`src/rtl/fp8w_pkg.sv`:
```
package fp8w_pkg;

   localparam int BF_EXP_W  = 8;
   localparam int BF_FRAC_W = 7;
   localparam int BF_BIAS   = 127;
   localparam int MAN_W     = 3;  // widest fraction of the two input formats
   localparam int EXP_W     = 5;  // widest exponent of the two input formats
   localparam int WIDE_BIAS = 15;
   localparam int NARR_BIAS = 7;

   typedef enum logic {FMT_WIDE = 1'b0, FMT_NARROW = 1'b1} fp8_fmt_e;

   typedef enum logic [2:0] {
      CLS_ZERO, CLS_SUB, CLS_NORM, CLS_INF, CLS_NAN
   } fp8_cls_e;

   typedef struct packed {
      logic             sign;
      logic [EXP_W-1:0] exp;
      logic [MAN_W-1:0] man;   // left-aligned: narrower fractions padded below
      fp8_cls_e         cls;
   } fp8_fields_t;

   function automatic logic [BF_EXP_W-1:0] rebias(input fp8_fmt_e f);
      return (f == FMT_NARROW) ? BF_EXP_W'(BF_BIAS - NARR_BIAS)
                               : BF_EXP_W'(BF_BIAS - WIDE_BIAS);
   endfunction

endpackage

```
`src/rtl/fp8w_unpack.sv`:
```
module fp8w_unpack
   import fp8w_pkg::*;
(
   input  logic [7:0]  code,
   input  fp8_fmt_e    fmt,
   output fp8_fields_t fld
);
   logic top_exp;
   logic man_zero;

   always_comb begin
      fld.sign = code[7];
      if (fmt == FMT_NARROW) begin
         fld.exp = {1'b0, code[6:3]};
         fld.man = code[2:0];
         top_exp = (code[6:3] == 4'hF);
      end else begin
         fld.exp = code[6:2];
         fld.man = {code[1:0], 1'b0};
         top_exp = (code[6:2] == 5'h1F);
      end
      man_zero = (fld.man == '0);

      if (fld.exp == '0)
         fld.cls = man_zero ? CLS_ZERO : CLS_SUB;
      else if (top_exp && fmt == FMT_WIDE)
         fld.cls = man_zero ? CLS_INF : CLS_NAN;
      else if (top_exp && fld.man == '1)
         fld.cls = CLS_NAN;
      else
         fld.cls = CLS_NORM;
   end
endmodule

```
`src/rtl/fp8w_subnorm_norm.sv`:
```
module fp8w_subnorm_norm #(
   parameter int MW = 3,
   parameter int EW = 8
) (
   input  logic [MW-1:0] man,
   input  logic [EW-1:0] base_exp,
   output logic [MW-1:0] frac,
   output logic [EW-1:0] exp_out
);
   localparam int SW = $clog2(MW + 1);

   logic [SW-1:0] shift;
   logic [MW:0]   wide;

   initial assert (MW >= 1 && EW > SW) else $error("normalizer widths out of range");

   // highest set bit decides the shift; ascending scan lets it win
   always_comb begin
      shift = SW'(MW);
      for (int i = 0; i < MW; i++)
         if (man[i]) shift = SW'(MW - i);
      wide    = {1'b0, man} << shift;
      frac    = wide[MW-1:0];
      exp_out = base_exp - EW'(shift);
   end
endmodule

```
`src/rtl/fp8w_bf16_pack.sv`:
```
module fp8w_bf16_pack
   import fp8w_pkg::*;
(
   input  fp8_fields_t         fld,
   input  logic [BF_EXP_W-1:0] bias_add,
   input  logic [MAN_W-1:0]    sub_frac,
   input  logic [BF_EXP_W-1:0] sub_exp,
   output logic [15:0]         bf16
);
   localparam int PAD = BF_FRAC_W - MAN_W;

   initial assert (PAD >= 0 && 1 + BF_EXP_W + BF_FRAC_W == 16)
      else $error("bfloat16 field widths inconsistent");

   always_comb begin
      unique case (fld.cls)
         CLS_ZERO: bf16 = {fld.sign, 15'h0000};
         CLS_INF:  bf16 = {fld.sign, 15'h7F80};
         CLS_NAN:  bf16 = {fld.sign, 15'h7FC0};
         CLS_SUB:  bf16 = {fld.sign, sub_exp, sub_frac, {PAD{1'b0}}};
         default:  bf16 = {fld.sign,
                           BF_EXP_W'(BF_EXP_W'(fld.exp) + bias_add),
                           fld.man, {PAD{1'b0}}};
      endcase
   end
endmodule

```
`src/rtl/fp8_bf16_widen.sv`:
```
module fp8_bf16_widen
   import fp8w_pkg::*;
#(
   parameter int OUT_REG = 1
) (
   input  logic        clk,
   input  logic        rst_n,
   input  logic        fmt_sel,
   input  logic [7:0]  fp8_in,
   output logic [15:0] bf16_out
);
   initial assert (OUT_REG == 0 || OUT_REG == 1) else $error("OUT_REG must be 0 or 1");

   fp8_fmt_e            fmt;
   fp8_fields_t         fld;
   logic [BF_EXP_W-1:0] bias_add;
   logic [BF_EXP_W-1:0] sub_exp;
   logic [MAN_W-1:0]    sub_frac;
   logic [15:0]         conv;

   assign fmt      = fp8_fmt_e'(fmt_sel);
   assign bias_add = rebias(fmt);

   fp8w_unpack u_unpack (.code(fp8_in), .fmt(fmt), .fld(fld));

   fp8w_subnorm_norm #(.MW(MAN_W), .EW(BF_EXP_W)) u_norm (
      .man      (fld.man),
      .base_exp (bias_add + BF_EXP_W'(1)),
      .frac     (sub_frac),
      .exp_out  (sub_exp)
   );

   fp8w_bf16_pack u_pack (
      .fld(fld), .bias_add(bias_add), .sub_frac(sub_frac),
      .sub_exp(sub_exp), .bf16(conv)
   );

   if (OUT_REG == 1) begin : g_reg
      logic [15:0] q;
      always_ff @(posedge clk or negedge rst_n)
         if (!rst_n) q <= '0;
         else        q <= conv;
      assign bf16_out = q;

      a_r4_zero: assert property (@(posedge clk) disable iff (!rst_n)
         (fp8_in[6:0] == 7'h00) |=> bf16_out == {$past(fp8_in[7]), 15'h0000});
      a_r5_inf: assert property (@(posedge clk) disable iff (!rst_n)
         (!fmt_sel && fp8_in[6:0] == 7'h7C) |=> bf16_out == {$past(fp8_in[7]), 15'h7F80});
      a_r6_nan: assert property (@(posedge clk) disable iff (!rst_n)
         (fmt_sel && fp8_in[6:0] == 7'h7F) |=> bf16_out == {$past(fp8_in[7]), 15'h7FC0});
      a_r2_max: assert property (@(posedge clk) disable iff (!rst_n)
         (fmt_sel && fp8_in[6:0] == 7'h7E) |=> bf16_out == {$past(fp8_in[7]), 15'h43E0});
   end else begin : g_comb
      assign bf16_out = conv;

      a_r4_zero: assert property (@(posedge clk) disable iff (!rst_n)
         (fp8_in[6:0] == 7'h00) |-> bf16_out == {fp8_in[7], 15'h0000});
      a_r5_inf: assert property (@(posedge clk) disable iff (!rst_n)
         (!fmt_sel && fp8_in[6:0] == 7'h7C) |-> bf16_out == {fp8_in[7], 15'h7F80});
      a_r6_nan: assert property (@(posedge clk) disable iff (!rst_n)
         (fmt_sel && fp8_in[6:0] == 7'h7F) |-> bf16_out == {fp8_in[7], 15'h7FC0});
      a_r2_max: assert property (@(posedge clk) disable iff (!rst_n)
         (fmt_sel && fp8_in[6:0] == 7'h7E) |-> bf16_out == {fp8_in[7], 15'h43E0});
   end
endmodule

```
`config.mk`:
```
export PLATFORM = sky130hd
export DESIGN_NAME = fp8_bf16_widen
export DESIGN_NICKNAME = d
export VERILOG_FILES = /design/src/rtl/fp8w_pkg.sv /design/src/rtl/fp8w_unpack.sv /design/src/rtl/fp8w_subnorm_norm.sv /design/src/rtl/fp8w_bf16_pack.sv /design/src/rtl/fp8_bf16_widen.sv
export SDC_FILE = /design/constraint.sdc
export NUM_CORES = 1
export LEC_CHECK = 0
export ABC_AREA = 1
export BUFFER_PORTS_ARGS = -buffer_cell sky130_fd_sc_hd__buf_2
export CORE_MARGIN = 3
export CORE_UTILIZATION = 45
export DETAILED_ROUTE_END_ITERATION = 7
export PLACE_DENSITY = 0.71
export SLEW_MARGIN = 25
export SYNTH_ARGS = -nofsm -noshare
export SYNTH_HDL_FRONTEND = slang
export SYNTH_HIERARCHICAL = 1
export SYNTH_SLANG_ARGS = --single-unit
```
`constraint.sdc`:
```
create_clock -name clk -period 0.8 [get_ports clk]
set_clock_uncertainty 0.05 [all_clocks]
set_input_delay 0.04 -clock clk [delete_from_list [all_inputs] [get_ports clk]]
set_output_delay 0.04 -clock clk [all_outputs]
set_load 0.005 [all_outputs]
```
==> run summary <==
status = finished, violations left
failing checks = setup timing
number of global-route vias before repair = 1541
global-route congestion overflow total = 0
max FFs per register = 16
VDD IR-drop max = 0.550 mV
CP Cell Sequence = buf_12, buf_12, nand2_4, nand2_4, inv_2, nand2_2, nor2_4, nor2_4, inv_2, nand2_4, nand2_4, clkinvlp_4, a22o_1
largest net degree at the start of global routing = 17
Final Setup Violations = 27
H-tree depth = 1
number of buffers created by CTS = 3
Tot GR Track Use = 0.206
Net Switching = 947 µW
Clock power frac = 0.198
Critical Path Sink Type = flip-flop
share of cells above drive strength 1 = 0.460
internal power = 1.75 mW
Placement Cell Area = 1890 µm²
worst-case clock buffer depth = 2
critical path's slowest cell = a22o_1
Area Growth Syn to Fin = 65.6%
Mean Syn Cell Area = 6.82 µm²
Post-Place Cells = 323
Initial Util = 0.495
final hold viol count = 0
CP Depth = 13
Area contributors post-synth = dfrtp_1, nand2_1, inv_1, nand3_1, ha_1
Die W = 62.3 µm
Setup CP Type = input port to flip-flop
FILL cells = 180
RD Place Congestion = 0.825
CTS tree = yes
#FFs+latches synth = 16
Final Non-Filler Cells = 340
initial antenna violation count = 0
Synth Instances = 209
CP startpoint = fmt_sel
Post-route DRC = 0
Top cell by count, worst path = nand2_4
Flop pwr share = 0.345
Max FO, Critical Path = 6
Vias/cell = 4.78
cell family with most CP delay = simple AND/OR/NAND/NOR gates
FMAX = 0.844 GHz
area of the core = 2880 µm²
total chip power = 2.70 mW
startpoint class of the critical path = input port
IO Count = 27
CP endpoint = bf16_out[4]
Hold Crit Class = input port to async pin
crit-path max cell delay = 0.20 ns
Port Buf Inserts = 26
hpwl dp = 2460 µm
Antenna Nets Post-Route = 0
DR WL/cell = 13.1 µm
Max-Cap Viols = 0
fin crit share = 1.48
min Tclk post-route = 1.18 ns
CP arrival = 1.33 ns
post-synthesis cell area = 1430 µm²
initial drt markers = 66
Worst Path Buf+Inv = 5
Seq/Total Area, Yosys = 0.281
unrepaired setup endpoints after global routing = true
clock slew seen by the registers of the worst setup and hold paths = 0.09 ns
Sink Count = 16
vias = 1625
Net count, final = 319
Netlist cell types = 34
Ys Warns = 6
Max Slew Vio Count = 0
first-pass GRT wire length = 6470 µm
PnR worst setup slack = -0.385 ns
CP Data Required Time = 0.94 ns
number of diodes = 0
Die Span Y = 62.3 µm
DIE AREA = 3880 µm²
Pre-antenna DRT Iters = 4
Comb pwr share = 0.457
Synth area leader = dfrtp_1
design area = 2360 µm²
power per cell area = 1140 nW/µm²
switching power share of the total = 0.351
Root Buffer = clkbuf_4
Cell Rows = 19
Leakage = 1.30 nW
final wirelength = 4450 µm
post-synth top area share = 0.281
## synth_stat cells
| cell | count |
|---|---|
| a211oi_1 | 4 |
| a21o_1 | 1 |
| a21oi_1 | 1 |
| a22o_1 | 2 |
| buf_4 | 7 |
| buf_6 | 1 |
| conb_1 | 4 |
| dfrtp_1 | 16 |
| fa_1 | 2 |
| ha_1 | 7 |
| inv_1 | 34 |
| inv_2 | 3 |
| inv_4 | 1 |
| nand2_1 | 56 |
| nand2_2 | 7 |
| nand3_1 | 20 |
| nand3_2 | 1 |
| nand3b_1 | 1 |
| nand4_1 | 2 |
| nor2_1 | 12 |
| nor2_2 | 7 |
| nor2_4 | 1 |
| nor3_2 | 1 |
| o211ai_1 | 1 |
| o21a_1 | 1 |
| o21ai_0 | 7 |
| o21ai_1 | 1 |
| o21ai_2 | 1 |
| o21bai_1 | 1 |
| or2_1 | 1 |
| or2_2 | 1 |
| or2_4 | 1 |
| xnor2_1 | 1 |
| xor2_1 | 2 |
## cell families (layout without fill, tap and decap cells)
logic type      count (synthesis)  count (layout)  share of synthesized area
buf+inv                        46             103                      0.147
compound gates                 20              20                     0.0922
other cells                     4              36                     0.0105
flops                          16              16                      0.281
xor+xnor                        3               3                     0.0184
simple gates                  111             111                      0.362
fa+ha+maj                       9               9                     0.0896
## power by group through the flow
| stage | combinational [mW] | clock (mW) | sequential [mW] |
|---|---|---|---|
| finish | 1.23 | 0.534 | 0.930 |
| global route | 1.34 | 0.568 | 0.943 |
| CTS | 1.07 | 0.540 | 0.931 |
| detailed placement | 0.868 | 0 | 0.948 |
| global placement | 0.857 | 0 | 0.946 |
| floorplan | 0.541 | 0 | 0.965 |
## cell usage in the layout (no fill, tap or decap), types with 2 or more instances in the layout
cell	n
a211oi_2	4
a22o_1	2
buf_12	2
buf_2	23
buf_4	25
buf_6	7
clkbuf_4	3
conb_1	36
dfrtp_1	16
dlygate4sd3_1	2
ha_1	4
ha_4	3
inv_1	26
inv_2	7
inv_4	5
nand2_1	42
nand2_2	11
nand2_4	10
nand3_1	13
nand3_2	8
nand4_1	2
nor2_1	6
nor2_2	4
nor2_4	10
o21ai_0	2
o21ai_2	3
o21ai_4	3
## repair_timing
item	4_1_cts	5_1_grt
cloned	2	0
hold endpoints to repair	17	0
setup buffers	8	1
gates resized for setup	55	20
setup endpoints to repair	27	27
pin swaps	28	18
hold buffers	2	0
## cell type report
type | instances | area (µm²) | share of cell area
tap | 42 | 52.6 | 0.0223
multi-input combinational | 179 | 1240 | 0.525
clock buffer | 4 | 36.3 | 0.0154
timing repair inverter | 1 | 7.51 | 0.00318
timing repair buffer | 60 | 469 | 0.199
inverter | 38 | 155 | 0.0657
sequential | 16 | 400 | 0.170
## metrics by stage
step            util  setup WS (ns)  setup TNS, ns  hold WS (ns)
6_report       0.820         -0.385          -4.93         0.128
2_1_floorplan      -         -0.501          -4.16        -0.306
4_1_cts        0.787         -0.311          -4.18         0.132
3_3_place_gp   0.657         -0.671          -7.02       -0.0946
5_1_grt        0.820         -0.473          -6.28         0.177
3_5_place_dp   0.657         -0.699          -7.16       -0.0928
## metal layers
layer  global-route usage  up-vias  wire length (µm)
li1                     -      786                 -
met5                    0        -                 0
met4               0.0854        0               218
met3               0.0144       19               181
met1                0.218      758              1630
met2                0.414       62              2420
## how the worst min path moves through the flow
stage          start  slack, ns           end
2_1_floorplan  rst_n      -0.31   bf16_out[0]
3_3_place_gp   rst_n      -0.09  bf16_out[13]
3_5_place_dp   rst_n      -0.09   bf16_out[8]
4_1_cts        rst_n       0.13  bf16_out[12]
5_1_grt        rst_n       0.18  bf16_out[12]
6_report       rst_n       0.13   bf16_out[8]
No activity file was read; power rests on OpenSTA's default activity.
